<file path="src/rtl/codec_iq_bridge_pkg.sv">
package codec_iq_bridge_pkg;
  typedef enum logic {
    CH_I = 1'b0,
    CH_Q = 1'b1
  } chan_e;

  function automatic logic [15:0] mid_code(input int unsigned w);
    logic [15:0] v;
    v = '0;
    v[w-1] = 1'b1;
    return v;
  endfunction
endpackage

</file>
<file path="src/rtl/codec_phase_gen.sv">
module codec_phase_gen (
  input  logic clk_i,
  input  logic rst_ni,
  input  logic run_i,
  output logic phase_o
);
  logic phase_q;

  always_ff @(posedge clk_i or negedge rst_ni) begin
    if (!rst_ni)     phase_q <= 1'b0;
    else if (!run_i) phase_q <= 1'b0;
    else             phase_q <= ~phase_q;
  end

  assign phase_o = phase_q;
endmodule

</file>
<file path="src/rtl/codec_rx_path.sv">
module codec_rx_path
  import codec_iq_bridge_pkg::*;
#(
  parameter int unsigned DW = 8
) (
  input  logic          clk_i,
  input  logic          rst_ni,
  input  logic          run_i,
  input  logic          phase_i,
  input  logic          q_invert_i,
  input  logic [DW-1:0] adc_i,
  output logic [DW-1:0] data_o,
  output logic          is_q_o
);
  chan_e         chan;
  logic [DW-1:0] byte_d;
  logic [DW-1:0] data_q;
  chan_e         chan_q;

  // clock high -> I is valid, clock low -> Q is valid
  assign chan   = phase_i ? CH_I : CH_Q;
  assign byte_d = (chan == CH_Q && q_invert_i) ? ~adc_i : adc_i;

  always_ff @(posedge clk_i or negedge rst_ni) begin
    if (!rst_ni) begin
      data_q <= '0;
      chan_q <= CH_I;
    end else if (!run_i) begin
      data_q <= '0;
      chan_q <= CH_I;
    end else begin
      data_q <= byte_d;
      chan_q <= chan;
    end
  end

  assign data_o = data_q;
  assign is_q_o = (chan_q == CH_Q);
endmodule

</file>
<file path="src/rtl/codec_tx_path.sv">
module codec_tx_path
  import codec_iq_bridge_pkg::*;
#(
  parameter int unsigned HW = 8,
  parameter int unsigned DW = 10
) (
  input  logic          clk_i,
  input  logic          rst_ni,
  input  logic          run_i,
  input  logic          phase_i,
  input  logic [HW-1:0] host_i,
  output logic [DW-1:0] dac_o,
  output logic          is_q_o
);
  localparam int unsigned PAD = DW - HW;
  localparam logic [15:0] MID16 = mid_code(DW);
  localparam logic [DW-1:0] IDLE = MID16[DW-1:0];

  logic [DW-1:0] dac_q;
  chan_e         chan_q;
  logic [DW-1:0] word_d;

  generate
    if (PAD > 0) begin : g_pad
      assign word_d = {host_i, {PAD{1'b0}}};
    end else begin : g_nopad
      assign word_d = host_i[HW-1 -: DW];
    end
  endgenerate

  always_ff @(posedge clk_i or negedge rst_ni) begin
    if (!rst_ni) begin
      dac_q  <= IDLE;
      chan_q <= CH_I;
    end else if (!run_i) begin
      dac_q  <= IDLE;
      chan_q <= CH_I;
    end else begin
      dac_q  <= word_d;
      // load at rising converter edge feeds the Q slot
      chan_q <= phase_i ? CH_I : CH_Q;
    end
  end

  assign dac_o  = dac_q;
  assign is_q_o = (chan_q == CH_Q);
endmodule

</file>
<file path="src/rtl/codec_iq_bridge.sv">
module codec_iq_bridge #(
  parameter int unsigned HOST_W = 8,
  parameter int unsigned DAC_W  = 10
) (
  input  logic              clk_i,
  input  logic              rst_ni,
  input  logic              tx_mode_i,
  input  logic              stream_off_i,
  input  logic              q_invert_i,
  input  logic [HOST_W-1:0] adc_data_i,
  input  logic [HOST_W-1:0] host_data_i,
  output logic              codec_clk_o,
  output logic [HOST_W-1:0] host_data_o,
  output logic              host_data_oe_o,
  output logic              host_is_q_o,
  output logic [DAC_W-1:0]  dac_data_o,
  output logic              dac_is_q_o
);
  logic run, rx_run, tx_run, phase, oe_q;

  assign run    = ~stream_off_i;
  assign rx_run = run & ~tx_mode_i;
  assign tx_run = run &  tx_mode_i;

  codec_phase_gen i_phase (
    .clk_i  (clk_i),
    .rst_ni (rst_ni),
    .run_i  (run),
    .phase_o(phase)
  );

  codec_rx_path #(.DW(HOST_W)) i_rx (
    .clk_i     (clk_i),
    .rst_ni    (rst_ni),
    .run_i     (rx_run),
    .phase_i   (phase),
    .q_invert_i(q_invert_i),
    .adc_i     (adc_data_i),
    .data_o    (host_data_o),
    .is_q_o    (host_is_q_o)
  );

  codec_tx_path #(.HW(HOST_W), .DW(DAC_W)) i_tx (
    .clk_i  (clk_i),
    .rst_ni (rst_ni),
    .run_i  (tx_run),
    .phase_i(phase),
    .host_i (host_data_i),
    .dac_o  (dac_data_o),
    .is_q_o (dac_is_q_o)
  );

  always_ff @(posedge clk_i or negedge rst_ni) begin
    if (!rst_ni) oe_q <= 1'b0;
    else         oe_q <= ~tx_mode_i;
  end

  assign codec_clk_o    = phase;
  assign host_data_oe_o = oe_q;
endmodule

</file>
<file path="config.mk">
export PLATFORM = sky130hd
export DESIGN_NAME = codec_iq_bridge
export DESIGN_NICKNAME = d
export VERILOG_FILES = /design/src/rtl/codec_iq_bridge_pkg.sv /design/src/rtl/codec_phase_gen.sv /design/src/rtl/codec_rx_path.sv /design/src/rtl/codec_tx_path.sv /design/src/rtl/codec_iq_bridge.sv
export SDC_FILE = /design/constraint.sdc
export NUM_CORES = 1
export LEC_CHECK = 0
export CAP_MARGIN = 20
export CORE_ASPECT_RATIO = 1.5
export CORE_MARGIN = 2
export CORE_UTILIZATION = 32
export DETAILED_ROUTE_END_ITERATION = 16
export GPL_TIMING_DRIVEN = 1
export HOLD_SLACK_MARGIN = 0.08
export MAX_ROUTING_LAYER = met4
export PLACE_DENSITY = 0.85
export REMOVE_ABC_BUFFERS = 1
export SETUP_SLACK_MARGIN = 0.1
export SLEW_MARGIN = 20
export SYNTH_ARGS = -nofsm -noshare
export SYNTH_HDL_FRONTEND = slang
export SYNTH_SLANG_ARGS = --single-unit
</file>
<file path="constraint.sdc">
create_clock -name clk_i -period 0.95 [get_ports clk_i]
set_input_delay 0.2375 -clock clk_i [delete_from_list [all_inputs] [get_ports clk_i]]
set_output_delay 0.2375 -clock clk_i [all_outputs]
set_load 0.01 [all_outputs]
</file>
Yosys cells after proc, flatten, opt, wreduce, memory -nomap -nowiden
Cells that the tools add are included.

storage, ports and cells
  flip-flop bits (word level) = 22
  input bits = 21
  output and inout port bits = 22
  logic and storage cells = 20

operators by class
  mux-type cells = 7
  bitwise gates (word level) = 6
  reductions and logical operators = 1

operators by type and width
  kind               count
  2-to-1 mux 8 bit   2
  2-to-1 mux 10 bit  1
  inverter 8 bit     1
  2-to-1 mux 1 bit   4
  inverter 1 bit     3
  bitwise AND 1 bit  2
  logical AND 1 bit  1

Depth between registers and ports, before layout
  word-level depth = 4
  depth in mapped cells = 4
  gate-level depth less buffers = 3

By module
Synthesis repeated with hierarchy kept, for this count alone.

second synthesis, totals
  cell total of the unflattened synthesis = 64
  area total of the unflattened synthesis = 840.8 µm²

by module, submodules not included
  module           times used  cells an instance  area an instance (µm²)  sequential area each (µm²)
  codec_rx_path    1           36                 444.2                   225.2
  codec_tx_path    1           21                 312.8                   226.5
  codec_iq_bridge  1           5                  45.0                    25.0
  codec_phase_gen  1           2                  38.8                    25.0

Worst setup path before layout
OpenSTA, ideal clock, no wires.

  kind = reg2reg
  start = reg i_phase.phase_q, in the netlist i_phase.phase_o
  end = reg i_rx.data_q[0], in the netlist i_rx.data_o[0]
  setup time = 0.119 ns
  arrival time = 0.861 ns
  data required time = 0.831 ns
  setup slack = -0.030 ns
  stages on the path, launching flop included = 5
  buffers on the path = 1
  period minus slack after synthesis = 0.980 ns
  path through = dfrtp_1 > nor2b_2 > buf_6 > xnor2_1 > nor2_1

on the way
  longest elaborated chain between the ends = 4

RTL lines
  what                      line                   source
  start: declaration        codec_phase_gen.sv:7   logic phase_q;
  start signal: assignment  codec_phase_gen.sv:12  else phase_q <= ~phase_q;
  2-to-1 mux 1 bit          codec_rx_path.sv:21    assign chan = phase_i ? CH_I : CH_Q;
  logical AND 1 bit         codec_rx_path.sv:22    assign byte_d = (chan == CH_Q && q_invert_i) ? ~adc_i : adc_i;
  2-to-1 mux 8 bit          codec_rx_path.sv:22
  2-to-1 mux 8 bit          codec_rx_path.sv:28    end else if (!run_i) begin
  end signal: assignment    codec_rx_path.sv:32    data_q <= byte_d;
  end: declaration          codec_rx_path.sv:17    logic [DW-1:0] data_q;

Every way passes these cells.

Worst setup path after layout
  start = reg i_tx.dac_q[9], in the netlist i_tx.dac_o[9]
  end = out dac_data_o[9]

RTL lines
  what                      line                   source
  start: declaration        codec_tx_path.sv:19    logic [DW-1:0] dac_q;
  start signal: assignment  codec_tx_path.sv:39    dac_q <= word_d;
  end: declaration          codec_iq_bridge.sv:16  output logic [DAC_W-1:0] dac_data_o,

No word-level cell between the ends.

==> flow_summary.json <==
{
  "outcome": "complete, but fails checks",
  "violations": "negative setup slack",
  "crit_buf_inv": 1,
  "peakVddDrop_mv": 0.675,
  "ys_ff_latch": 20,
  "grt_first_pass_wirelength_mm": 2.35,
  "antenna_found_initial": 0,
  "ys_seq_area_frac": 0.688,
  "drive_gt1_frac": 0.412,
  "synth_top_area_share": 0.652,
  "crit_family": "flip-flops",
  "seqPwrFrac": 0.527,
  "p_switching_uw": 387,
  "first_global_vias": 528,
  "avgRoutedWirePerCell_um": 11.5,
  "dp_hpwl_mm": 1.11,
  "yosysWarnings": 0,
  "worstPathArrival_ps": 920,
  "drc": 0,
  "ios": 43,
  "slowest_delay_ps": 540,
  "hold_violations": 0,
  "p_int_uw": 1330,
  "gp_congestion": 0.691,
  "cp_cell_sequence": "buf_6",
  "cp_slowest_cell": "dfstp_2",
  "required_ps": 710,
  "stdcell_area_mm2": 0.00122,
  "grt_max_degree": 21,
  "n_antenna_cell": 0,
  "layout_common_cells": "dfrtp_1 (19), clkdlybuf4s50_1 (18), buf_2 (17), nor2_1 (10), xnor2_2 (8)",
  "drtPass1Iterations": 3,
  "coreArea_mm2": 0.00221,
  "crit_path_end_kind": "output pin",
  "fin_crit_ps": 1150,
  "htree_levels": 1,
  "avgSynthCellArea_um2": 13.0,
  "crit_path_start_kind": "register",
  "netlist_instances": 56,
  "clock_latency_ps": 280,
  "skew_ps": 0.425,
  "num_rows": 21,
  "drt_iter0_markers": 6,
  "die_h_um": 62.5,
  "via_per_inst": 4.29,
  "critPathMaxFanout": 1,
  "rsz0062_at_grt": "yes",
  "netlist-cell-type-count": 13,
  "synth_area_leader_cell": "dfrtp_1",
  "ys_top_cells_by_area": "dfrtp_1 (65%), xnor2_1 (9.6%), and2_1 (6.0%), nor2_1 (5.1%), dfstp_2 (3.6%)",
  "setup_viol": 28,
  "cts_num_sinks": 20,
  "grt_overflow_total": 0,
  "route.antenna.remaining_nets": 0,
  "fmax_mhz": 866,
  "clkTransAtPathRegs_ps": 110,
  "clockPowerShare": 0.274,
  "die_area_mm2": 0.00269,
  "layout.nets": 124,
  "netlist_area_um2": 729,
  "start_util": 0.330,
  "power.leakage_uw": 0.000625,
  "slew_violations": 0,
  "pre_cts_ws_ps": -388,
  "placed_area_mm2": 0.00118,
  "mostFrequentLayoutCell": "dfrtp_1",
  "die_w_um": 43.0,
  "io_buffer_count": 40,
  "clockBufferDepth": 2,
  "maxCapViolations": 0,
  "cts_tree": "done",
  "power_frac_comb": 0.199,
  "fin_util": 0.554,
  "p_sw_frac": 0.226,
  "cts_root_buffer": "clkbuf_4",
  "worst_slack_ps": -205,
  "track_usage": 0.118,
  "cts_buffers": 3,
  "hold_class": "primary input to async pin",
  "area_growth_syn_to_layout_pct": 67.6,
  "crit_type": "register to output pin",
  "fin_crit_sh": 1.22,
  "via_count": 536,
  "wl_mm": 1.44,
  "power_density_mw_per_mm2": 1410
}
[power by group through the flow]
stage	Sequential [uW]	Clock [uW]	Combinational, uW
2_1_floorplan	946	0	74.8
3_3_place_gp	921	0	319
3_5_place_dp	922	0	327
4_1_cts	904	490	339
5_1_grt	910	532	368
6_report	905	471	342
[registers in the layout, indices dropped and copies added, names as in the netlist]
name             count
i_tx.is_q_o          1
i_rx.is_q_o          1
i_phase.phase_o      1
i_tx.dac_o           8
host_data_oe_o       1
i_rx.data_o          8
[metrics by stage]
| stage | hold slack [ps] | power [uW] | cells | setup TNS (ps) |
|---|---|---|---|---|
| final | 280 | 1720 | 125 | -2920 |
| after CTS | 272 | 1730 | 125 | -3210 |
| after global routing | 270 | 1810 | 125 | -4210 |
| after global placement | 574 | 1240 | 120 | -8000 |
| after detailed placement | 585 | 1250 | 120 | -8440 |
| after floorplan | -58.1 | 1020 | 53 | -1480 |
[synth_stat cells]
| cell type | number |
|---|---|
| buf_4 | 2 |
| nor2b_2 | 1 |
| dfrtp_1 | 19 |
| nor3_1 | 2 |
| inv_1 | 1 |
| or3_1 | 1 |
| conb_1 | 1 |
| dfstp_2 | 1 |
| xnor2_1 | 8 |
| and2_1 | 7 |
| buf_6 | 2 |
| or2_1 | 1 |
| nor2_1 | 10 |
[routing by layer]
layer,vias up,wire (um),track usage
met5,-,0,-
met3,0,155,0.0347
met2,29,819,0.212
met1,250,462,0.121
li1,257,-,-
met4,0,0,0.0341
[final cells by class]
class	instances	area, um^2
inverter	1	3.75
tap	23	28.8
fill	205	985
timing repair buffer	45	387
sequential	20	502
clock buffer	4	36.3
multi-input combinational	32	265
[what timing repair did]
action	CTS	global route
setup buffers	1	0
gates cloned	0	0
setup endpoints to repair	36	31
pin swaps	4	3
resized for setup	96	3
hold buffers	0	0
endpoints found under the hold margin	0	0
[cells by family after synthesis]
| group | synth area share |
|---|---|
| AND/OR/NAND/NOR | 0.154 |
| other | 0.00514 |
| XOR/XNOR | 0.0961 |
| flip-flops | 0.688 |
| buffers and inverters | 0.0566 |
[worst paths after layout]
path	start	to	slack [ps]	depth (start not counted)
min in group clk_i	tx_mode_i	i_rx.is_q_o	300	2
max in group asynchronous	rst_ni	i_tx.dac_o[9]	460	2
max reg2reg	i_phase.phase_o	i_rx.data_o[4]	-160	5
max	i_tx.dac_o[9]	dac_data_o[9]	-200	1
min reg2reg	i_phase.phase_o	i_tx.is_q_o	660	3
min	rst_ni	i_tx.dac_o[5]	280	2
No activity file was read; power rests on OpenSTA's default activity.
